**src/rtl/ssf_pkg.sv**
```systemverilog
package ssf_pkg;

    // Frame sequencing states.
    typedef enum logic [2:0] {
        ST_HUNT = 3'd0,  // waiting for the start bit
        ST_ADDR = 3'd1,  // shifting in the assignment word
        ST_GAP  = 3'd2,  // half-period settle, waiting for falling edge
        ST_CONV = 3'd3,  // approximation steps, MSB-first stream
        ST_LSB  = 3'd4,  // replaying the result LSB first
        ST_HOLD = 3'd5   // output held low until deselect
    } seq_e;

    // Serial clock edge events, one system clock wide.
    typedef struct packed {
        logic rise;
        logic fall;
    } sedge_t;

    function automatic logic word_phase(input seq_e st);
        return (st == ST_GAP) || (st == ST_CONV) || (st == ST_LSB) || (st == ST_HOLD);
    endfunction

endpackage

```
**src/rtl/ssf_edge.sv**
```systemverilog
module ssf_edge
    import ssf_pkg::*;
(
    input  logic   clk,
    input  logic   rst,
    input  logic   sclk,
    output sedge_t edg
);

    logic sclk_q;

    always_ff @(posedge clk) begin
        if (rst) sclk_q <= 1'b0;
        else     sclk_q <= sclk;
    end

    always_comb begin
        edg.rise = sclk & ~sclk_q;
        edg.fall = ~sclk & sclk_q;
    end

endmodule

```
**src/rtl/ssf_ctrl.sv**
```systemverilog
module ssf_ctrl
    import ssf_pkg::*;
#(
    parameter int WORD_W = 4,
    parameter int RES_W  = 8,
    parameter int CNT_W  = 3
) (
    input  logic              clk,
    input  logic              rst,
    input  logic              cs_n,
    input  logic              di,
    input  sedge_t            edg,
    output seq_e              state,
    output logic [CNT_W-1:0]  cnt,
    output logic [WORD_W-1:0] word,
    output logic              busy,
    output logic              do_oe,
    output logic              cs_act
);

    localparam logic [CNT_W-1:0] WORD_LAST = CNT_W'(WORD_W - 1);
    localparam logic [CNT_W-1:0] RES_LAST  = CNT_W'(RES_W - 1);

    always_ff @(posedge clk) begin
        if (rst || cs_n) begin
            state  <= ST_HUNT;
            cnt    <= '0;
            word   <= '0;
            busy   <= 1'b0;
            do_oe  <= 1'b0;
            cs_act <= 1'b0;
        end else begin
            cs_act <= 1'b1;
            unique case (state)
                ST_HUNT: begin
                    if (edg.rise && di) begin
                        state <= ST_ADDR;
                        cnt   <= '0;
                    end
                end
                ST_ADDR: begin
                    if (edg.rise) begin
                        word <= {word[WORD_W-2:0], di};
                        if (cnt == WORD_LAST) begin
                            state <= ST_GAP;
                            cnt   <= '0;
                        end else begin
                            cnt <= cnt + 1'b1;
                        end
                    end
                end
                ST_GAP: begin
                    if (edg.fall) begin
                        state <= ST_CONV;
                        cnt   <= '0;
                        busy  <= 1'b1;
                        do_oe <= 1'b1;
                    end
                end
                ST_CONV: begin
                    if (edg.fall) begin
                        if (cnt == RES_LAST) begin
                            state <= ST_LSB;
                            cnt   <= CNT_W'(1);
                        end else begin
                            cnt <= cnt + 1'b1;
                        end
                    end
                end
                ST_LSB: begin
                    if (edg.fall) begin
                        if (cnt == RES_LAST) state <= ST_HOLD;
                        else                 cnt   <= cnt + 1'b1;
                    end
                end
                default: begin
                    state <= state;
                end
            endcase
            // Busy drops on the first rising edge after the last decision.
            if (edg.rise && busy && (state != ST_CONV))
                busy <= 1'b0;
        end
    end

endmodule

```
**src/rtl/ssf_sar.sv**
```systemverilog
module ssf_sar
    import ssf_pkg::*;
#(
    parameter int RES_W = 8,
    parameter int CNT_W = 3
) (
    input  logic             clk,
    input  logic             rst,
    input  logic             cs_n,
    input  seq_e             state,
    input  logic [CNT_W-1:0] cnt,
    input  logic             fall,
    input  logic             cmp_in,
    output logic [RES_W-1:0] trial,
    output logic             do_bit
);

    localparam logic [RES_W-1:0] ONE = RES_W'(1);

    logic [RES_W-1:0] res;
    logic [RES_W-1:0] mask;

    always_comb begin
        mask = '0;
        if (state == ST_CONV)
            mask = ONE << (RES_W - 1 - int'(cnt));
        trial = res | mask;
    end

    always_ff @(posedge clk) begin
        if (rst || cs_n) begin
            res    <= '0;
            do_bit <= 1'b0;
        end else if (fall) begin
            unique case (state)
                ST_GAP:  do_bit <= 1'b0;
                ST_CONV: begin
                    if (cmp_in) res <= res | mask;
                    do_bit <= cmp_in;
                end
                ST_LSB:  do_bit <= res[cnt];
                ST_HOLD: do_bit <= 1'b0;
                default: do_bit <= do_bit;
            endcase
        end
    end

endmodule

```
**src/rtl/sar_serial_frontend.sv**
```systemverilog
module sar_serial_frontend
    import ssf_pkg::*;
#(
    parameter int RES_W  = 8,
    parameter int WORD_W = 4
) (
    input  logic              clk,
    input  logic              rst,
    input  logic              cs_n,
    input  logic              sclk,
    input  logic              di,
    output logic              do_data,
    output logic              do_oe,
    output logic              busy,
    output logic              busy_oe,
    output logic [RES_W-1:0]  trial_code,
    input  logic              cmp_in,
    output logic [WORD_W-1:0] assign_word,
    output logic              word_vld
);

    localparam int CNT_MAX = (RES_W > WORD_W) ? RES_W : WORD_W;
    localparam int CNT_W   = $clog2(CNT_MAX);

    sedge_t           edg;
    seq_e             state;
    logic [CNT_W-1:0] cnt;
    logic             cs_act;

    ssf_edge u_edge (
        .clk  (clk),
        .rst  (rst),
        .sclk (sclk),
        .edg  (edg)
    );

    ssf_ctrl #(
        .WORD_W (WORD_W),
        .RES_W  (RES_W),
        .CNT_W  (CNT_W)
    ) u_ctrl (
        .clk    (clk),
        .rst    (rst),
        .cs_n   (cs_n),
        .di     (di),
        .edg    (edg),
        .state  (state),
        .cnt    (cnt),
        .word   (assign_word),
        .busy   (busy),
        .do_oe  (do_oe),
        .cs_act (cs_act)
    );

    ssf_sar #(
        .RES_W (RES_W),
        .CNT_W (CNT_W)
    ) u_sar (
        .clk    (clk),
        .rst    (rst),
        .cs_n   (cs_n),
        .state  (state),
        .cnt    (cnt),
        .fall   (edg.fall),
        .cmp_in (cmp_in),
        .trial  (trial_code),
        .do_bit (do_data)
    );

    assign busy_oe  = cs_act;
    assign word_vld = word_phase(state);

endmodule

```
**config.mk**
```make
export PLATFORM = sky130hd
export DESIGN_NAME = sar_serial_frontend
export DESIGN_NICKNAME = d
export VERILOG_FILES = /design/src/rtl/ssf_pkg.sv /design/src/rtl/ssf_edge.sv /design/src/rtl/ssf_ctrl.sv /design/src/rtl/ssf_sar.sv /design/src/rtl/sar_serial_frontend.sv
export SDC_FILE = /design/constraint.sdc
export NUM_CORES = 1
export LEC_CHECK = 0
export BUFFER_PORTS_ARGS = -buffer_cell sky130_fd_sc_hd__buf_2
export CORE_UTILIZATION = 45
export CTS_CLUSTER_DIAMETER = 120
export CTS_CLUSTER_SIZE = 28
export DETAILED_ROUTE_END_ITERATION = 8
export HOLD_SLACK_MARGIN = 0.05
export PLACE_DENSITY_LB_ADDON = 0.1
export SLEW_MARGIN = 20
export SYNTH_ARGS = -nofsm -noshare
export SYNTH_HDL_FRONTEND = slang
export SYNTH_HIERARCHICAL = 1
export SYNTH_SLANG_ARGS = --single-unit
export TNS_END_PERCENT = 5
```
**constraint.sdc**
```tcl
create_clock -name clk -period 1.45 [get_ports clk]
set_input_delay 0.2175 -clock clk [delete_from_list [all_inputs] [get_ports clk]]
set_output_delay 0.2175 -clock clk [all_outputs]
set_load 0.05 [all_outputs]
```
==> summary.md, run 1 <==
| Metric | Value |
|---|---|
| Util after Layout | 66.0% |
| Combinational power share | 7.8% |
| Dpl cell area | 1610 um2 |
| Area grow syn2layout | 37.8% |
| Slowest CP cell | dfxtp_4 |
| Ys Warns | 6 |
| CP required | 1.23 ns |
| Synth Area in Simple Gates | 25.3% |
| Antenna Cells | 0 |
| Slew @ Worst Pin | 0.287 ns |
| DRT antenna net count | 0 |
| Worst path bufs/invs | 2 |
| Global-route wire length before repair | 5.20 mm |
| Total nets after synthesis | 162 |
| Main synth FF type | dfxtp_1 |
| Most frequent cells after synthesis | 23 x dfxtp_1, 20 x nor2_1, 9 x a21oi_1, 9 x mux2i_1, 9 x nand2_1 |
| Initial antenna violation count | 0 |
| CTS max path bufs | 2 |
| PnR Total Power | 1.00 mW |
| Post-CTS Hold Fix Bufs | 0 |
| Fin. Hold Viols | 0 |
| Die Y | 56.4 um |
| Worst IR Drop VDD | 0.510 mV |
| Worst Reg-to-Reg Cells | 6 |
| Synthesized instance count | 151 |
| Tmin final | 1.62 ns |
| Chip width | 56.4 um |
| Data arrival, critical path | 1.40 ns |
| Largest net degree at the start of global routing | 14 |
| Clk sinks | 23 |
| Status | finished, violations left |
| Via/cell ratio | 5.67 |
| Core Rows | 19 |
| Final setup vio count | 10 |
| Wire per inst | 14.2 um |
| Largest family of logic cells by synthesized area | simple AND/OR/NAND/NOR gates |
| Starting density of the core | 47.9% |
| CORE AREA | 2780 um2 |
| RSZ-0062 raised after global routing | true |
| Critical path type | flop to primary output |
| Final nets | 206 |
| CP dominant cell by count | buf_6 |
| Pleak | 0.781 nW |
| Worst Hold Class | input port to flop |
| Worst slew margin | 80.7% |
| Stages on the worst setup path | 4 |
| Post-synth cell types | 46 |
| F_max | 618 MHz |
| Switching pwr | 0.240 mW |
| Mux share of post-synthesis cell area | 8.73% |
| Syn avg cell area | 8.82 um2 |
| Share of cells above drive strength 1 | 41.8% |
| Skew-Pair Late Insertion Delay | 0.31 ns |
| Sequential area share after synthesis | 34.6% |
| Switching fraction of total power | 24.0% |
| Area share of the largest cell type after synthesis | 34.6% |
| Internal power | 0.762 mW |
| Yosys reg bits | 23 |
| Mapped Area | 1330 um2 |
| Post-route cell area | 1840 um2 |
| CP max FO | 5 |
| Drt initial violations | 55 |
| PwrDens | 546 nW/um2 |
| Final period util | 112% |
| Placed Cells | 213 |
| R2R setup slack | -0.02 ns |
| Post-synth EDFFs | 0 |
| GRT Total Usage | 20.4% |
| Post-DP HPWL | 2.25 mm |
| Detailed-route DRC error count | 0 |
| Fill count | 236 |
| Num CTS Buffers | 3 |
| Fin cells | 225 |
| Die area | 3180 um2 |
| Clock-pin slew on the worst setup and hold paths | 0.13 ns |
| H-tree depth | 1 |
| Top post-synthesis cells by area | dfxtp_1 35%, mux2i_1 6.8%, nor2_1 5.6% |
| Crit end category | primary output |
| Clock root buffer | clkbuf_4 |
| Clock Power Share | 29.4% |
| DR pass1 iterations | 5 |
| Hold depth | 2 |
| Async set-reset flop share out of synthesis | 0% |
| Part of the power in registers | 62.8% |
| Complex-gate fraction of the synthesized area | 19.8% |
| Setup slack at placement | -0.0764 ns |
| Final Skew | 0.0119 ns |
| Max-slew violation count | 0 |
| CTS tree | yes |
| CP Cell Sequence | nand4b_1 > buf_6 > o31ai_4 > buf_6 |
| CP startpoint kind | flop |
| Synth area leader | dfxtp_1 |
| Crit-path leading delay family | flip-flops |
| Critical path's largest stage delay | 0.38 ns |
| Final WS setup | -0.168 ns |
| Number of global-route vias before repair | 1192 |
| Global route overflow | 0 |
| Adder-cell share of the synthesized area | 4.69% |
| Port Buffers | 22 |
| Most frequent cell after synthesis | dfxtp_1 |
| Xor and xnor area share after synthesis | 1.31% |
| Via count | 1276 |
| Top Ports | 23 |
| Routability cong. | 0.815 |
| Total wire length | 3.19 mm |
| Failing checks | setup timing |
| Max-cap violations | 0 |
## through the flow
| step | TNS [ns] | hold slack, ns |
|---|---|---|
| after floorplan | -0.278 | 0.289 |
| after global placement | -0.0253 | 0.392 |
| after detailed placement | -0.191 | 0.409 |
| after CTS | -1.01 | 0.0628 |
| after global routing | -1.56 | 0.0611 |
| final | -1.01 | 0.0659 |
## logic make-up after synthesis
kind of cell,Yosys count
muxes,10
xor gates and xnor gates,2
and+or+nand+nor,58
AOI/OAI and AO/OA,39
adders and majority gates,5
DFF,23
buffers and inverters,14
## routing by layer
layer  GRT usage [%]  part of all wire (%)  vias to the layer above
met5               0                     0                        -
met4            6.62                  0.53                        0
met3            2.53                   2.6                        2
met2            36.4                    51                       23
met1            25.4                    46                      623
li1                -                     -                      628
## registers in the layout (all words and copies together), names as in the netlist
| signal | cells |
|---|---|
| u_ctrl/busy | 1 |
| u_ctrl/cnt | 3 |
| u_ctrl/cs_act | 1 |
| u_ctrl/do_oe | 1 |
| u_ctrl/state | 3 |
| u_ctrl/word | 4 |
| u_edge/sclk_q | 1 |
| u_sar/do_bit | 1 |
| u_sar/res | 8 |
## final timing paths
check	from	end
setup / recovery	u_ctrl/state[2]	trial_code[3]
hold / removal	rst	u_edge/sclk_q
setup reg to reg	u_ctrl/cnt[0]	u_ctrl/cnt[0]
hold reg to reg	u_ctrl/do_oe	u_ctrl/do_oe
## cell type report
cell class,instances,area (um2),share of cell area (%)
Multi-Input combinational cell,114,893,48.6
Clock inverter,1,5.00,0.272
Clock buffer,3,22.5,1.23
Tap cell,31,38.8,2.11
Inverter,7,26.3,1.43
Sequential cell,23,480,26.2
Timing Repair Buffer,46,370,20.2
## layout by cell type (no fill, tap or decap), types with 4 or more instances in the layout
cell type  Yosys  layout
buf_2          3      13
nand2_1        9       9
buf_6          2      10
mux2i_1        9       9
dfxtp_1       23      17
buf_4          1      21
nor2_1        20      19
o21ai_1        3       4
dfxtp_4        0       5
inv_1          6       5
a21oi_1        9       9
## power groups by stage
stage                     registers [mW]  logic, mW  clock network [mW]
after detailed placement           0.653     0.0700                   0
final                              0.629     0.0778               0.295
after CTS                          0.629     0.0767               0.307
after floorplan                    0.657     0.0418                   0
after global placement             0.653     0.0690                   0
after global routing               0.630     0.0841               0.329
## repair_timing
item,4_1_cts,5_1_grt
cloned,0,0
hold endpoints to repair,0,0
endpoints found under the setup margin,13,17
gates resized for setup,37,6
setup buffers,8,0
pin swaps,4,2
(Power assumes the default switching activity.)
==> inputs of run 2 (changes only) <==
--- a/config.mk
+++ b/config.mk
@@ -7,14 +7,14 @@
 export LEC_CHECK = 0
 export BUFFER_PORTS_ARGS = -buffer_cell sky130_fd_sc_hd__buf_2
 export CORE_UTILIZATION = 45
-export CTS_CLUSTER_DIAMETER = 120
+export CTS_CLUSTER_DIAMETER = 100
 export CTS_CLUSTER_SIZE = 28
 export DETAILED_ROUTE_END_ITERATION = 8
 export HOLD_SLACK_MARGIN = 0.05
 export PLACE_DENSITY_LB_ADDON = 0.1
+export SKIP_CTS_REPAIR_TIMING = 1
 export SLEW_MARGIN = 20
 export SYNTH_ARGS = -nofsm -noshare
 export SYNTH_HDL_FRONTEND = slang
-export SYNTH_HIERARCHICAL = 1
 export SYNTH_SLANG_ARGS = --single-unit
 export TNS_END_PERCENT = 5
==> summary.md, run 2 <==
| Metric | Value |
|---|---|
| Status | finished, violations left |
| Failing checks | setup timing |
| Chip width | 54.3 um |
| Post-synth cell types | 35 |
| CP startpoint kind | flop |
| Antenna Cells | 0 |
| Critical path type | flop to primary output |
| Most frequent cell after synthesis | dfxtp_1 |
| CTS tree | yes |
| Initial antenna violation count | 0 |
| Largest net degree at the start of global routing | 16 |
| Synthesized instance count | 139 |
| Final period util | 117% |
| Dpl cell area | 1540 um2 |
| Starting density of the core | 48.9% |
| Hold depth | 3 |
| Share of cells above drive strength 1 | 42.6% |
| RSZ-0062 raised after global routing | true |
| Skew-Pair Late Insertion Delay | 0.33 ns |
| Crit end category | primary output |
| Fin. Hold Viols | 0 |
| Post-DP HPWL | 2.31 mm |
| Max-cap violations | 0 |
| Global-route wire length before repair | 4.91 mm |
| Via/cell ratio | 5.63 |
| Final WS setup | -0.253 ns |
| Commonest non-fill, non-tap cells in the layout | 23 x buf_4, 18 x dfxtp_1, 16 x a21oi_1, 14 x nor2_1, 13 x buf_2 |
| Final Skew | 0.0186 ns |
| Max reg flops | 8 |
| Synth area leader | dfxtp_1 |
| Post-route cell area | 1710 um2 |
| Number of global-route vias before repair | 1045 |
| Clock root buffer | clkbuf_4 |
| Main synth FF type | dfxtp_1 |
| Async set-reset flop share out of synthesis | 0% |
| Biggest register | u_sar.res |
| Top Ports | 23 |
| Detailed-route DRC error count | 0 |
| Area share of the largest cell type after synthesis | 37.4% |
| Worst slew margin | 72.8% |
| Worst IR Drop VDD | 0.667 mV |
| Util after Layout | 67.8% |
| FF+latch area | 474 um2 |
| Final setup vio count | 15 |
| Total wire length | 3.26 mm |
| Via count | 1199 |
| Clock-pin slew on the worst setup and hold paths | 0.14 ns |
| Global route overflow | 0 |
| Area grow syn2layout | 38.7% |
| DRT antenna net count | 0 |
| Num CTS Buffers | 3 |
| Area occupied by multi-input gates | 791 um2 |
| Ys Warns | 0 |
| Wire per inst | 15.3 um |
| Worst Hold Class | input port to flop |
| Total nets after synthesis | 153 |
| Port Buffers | 22 |
| Most frequent cells after synthesis | 23 x dfxtp_1, 16 x a21oi_1, 14 x nor2_1 |
| Slew @ Worst Pin | 0.406 ns |
| Sequential area share after synthesis | 37.4% |
| CORE AREA | 2520 um2 |
| Top post-synthesis cells by area | dfxtp_1 37%, ha_1 8.1%, a21oi_1 6.5% |
| Fill count | 210 |
| Drt initial violations | 22 |
| Mapped Area | 1230 um2 |
| Die area | 2950 um2 |
| H-tree depth | 1 |
| PwrDens | 618 nW/um2 |
| GRT Total Usage | 24.0% |
| Data arrival, critical path | 1.49 ns |
| Die Y | 54.3 um |
| Most common cell after layout, fill and taps aside | buf_4 |
| F_max | 587 MHz |
| CP required | 1.23 ns |
| Max-slew violation count | 0 |
| DR pass1 iterations | 4 |
| Worst Reg-to-Reg Cells | 6 |
| Syn avg cell area | 8.87 um2 |
| Yosys reg bits | 23 |
| CTS max path bufs | 2 |
| Tmin final | 1.70 ns |
| CP max FO | 5 |
| Top flop regs | u_sar.res x8, u_ctrl.word x4 |
| Final nets | 198 |
| Core Rows | 18 |
| Clk sinks | 23 |
| Post-synth EDFFs | 0 |
| Pleak | 0.779 nW |
| Routability cong. | 0.968 |
run 2: cell types whose count changed after synthesis, moves of 3 or more:
cell and delta:
o21bai_1 -3, a21o_1 +5, nor2_1 -6, a21oi_1 +7
mux2i_1 -7, ha_1 +3, nor2b_1 -3, nor3_1 +3
nand2b_1 -3
run 2: through the flow:
step | setup WS, ns | hold WS [ns] | setup TNS (ns) | instances | power (mW)
3_5_place_dp | -0.147 | 0.389 | -0.729 | 204 | 0.754
5_1_grt | -0.312 | 0.144 | -4.04 | 213 | 1.10
4_1_cts | -0.425 | 0.0316 | -4.21 | 208 | 1.06
2_1_floorplan | -0.0275 | 0.284 | -0.241 | 139 | 0.714
3_3_place_gp | -0.120 | 0.382 | -0.401 | 204 | 0.752
6_report | -0.253 | 0.139 | -2.81 | 213 | 1.06
run 2: area by class of cell:
type	instances	share of cell area, %
Timing Repair Buffer	46	20.4
Clock inverter	1	0.293
Inverter	8	1.76
Clock buffer	3	1.32
Sequential cell	23	27.7
Tap cell	30	2.20
Multi-Input combinational cell	102	46.3
run 2: report_power, final:
| part | internal [mW] | switching [mW] |
|---|---|---|
| clock | 0.104 | 0.209 |
| sequential | 0.633 | 0.00617 |
| combinational | 0.0452 | 0.0596 |
run 2: worst paths after layout:
check / from / end / slack, ns
setup / recovery: u_ctrl.cnt[0] / trial_code[0] / -0.25
hold / removal: di / u_ctrl.word[0] / 0.14
setup reg to reg: u_ctrl.state[1] / u_ctrl.cnt[2] / -0.21
hold reg to reg: u_ctrl.word[3] / u_ctrl.word[3] / 0.47
run 2: worst max-delay path: stages (launching register included):
cell	delay, ns
dfxtp_4	0.39
ha_4	0.17
buf_6	0.12
ha_4	0.16
a21o_1	0.18
buf_6	0.15
run 2: metal layers:
| layer | global-route usage (%) | vias up | share of wire [%] |
|---|---|---|---|
| met2 | 38.6 | 31 | 50 |
| met4 | 12.4 | 0 | 2.9 |
| li1 | - | 586 | - |
| met1 | 29.7 | 571 | 43 |
| met3 | 5.28 | 11 | 3.7 |
| met5 | 0 | - | 0 |
run 2: kinds of logic after synthesis:
group,Yosys count,synth area share [%]
simple gates,45,18.3
compound gates,43,25.1
flops,23,37.4
buf+inv,14,4.47
fa+ha+maj,8,8.12
mux,4,5.28
xor+xnor,2,1.42
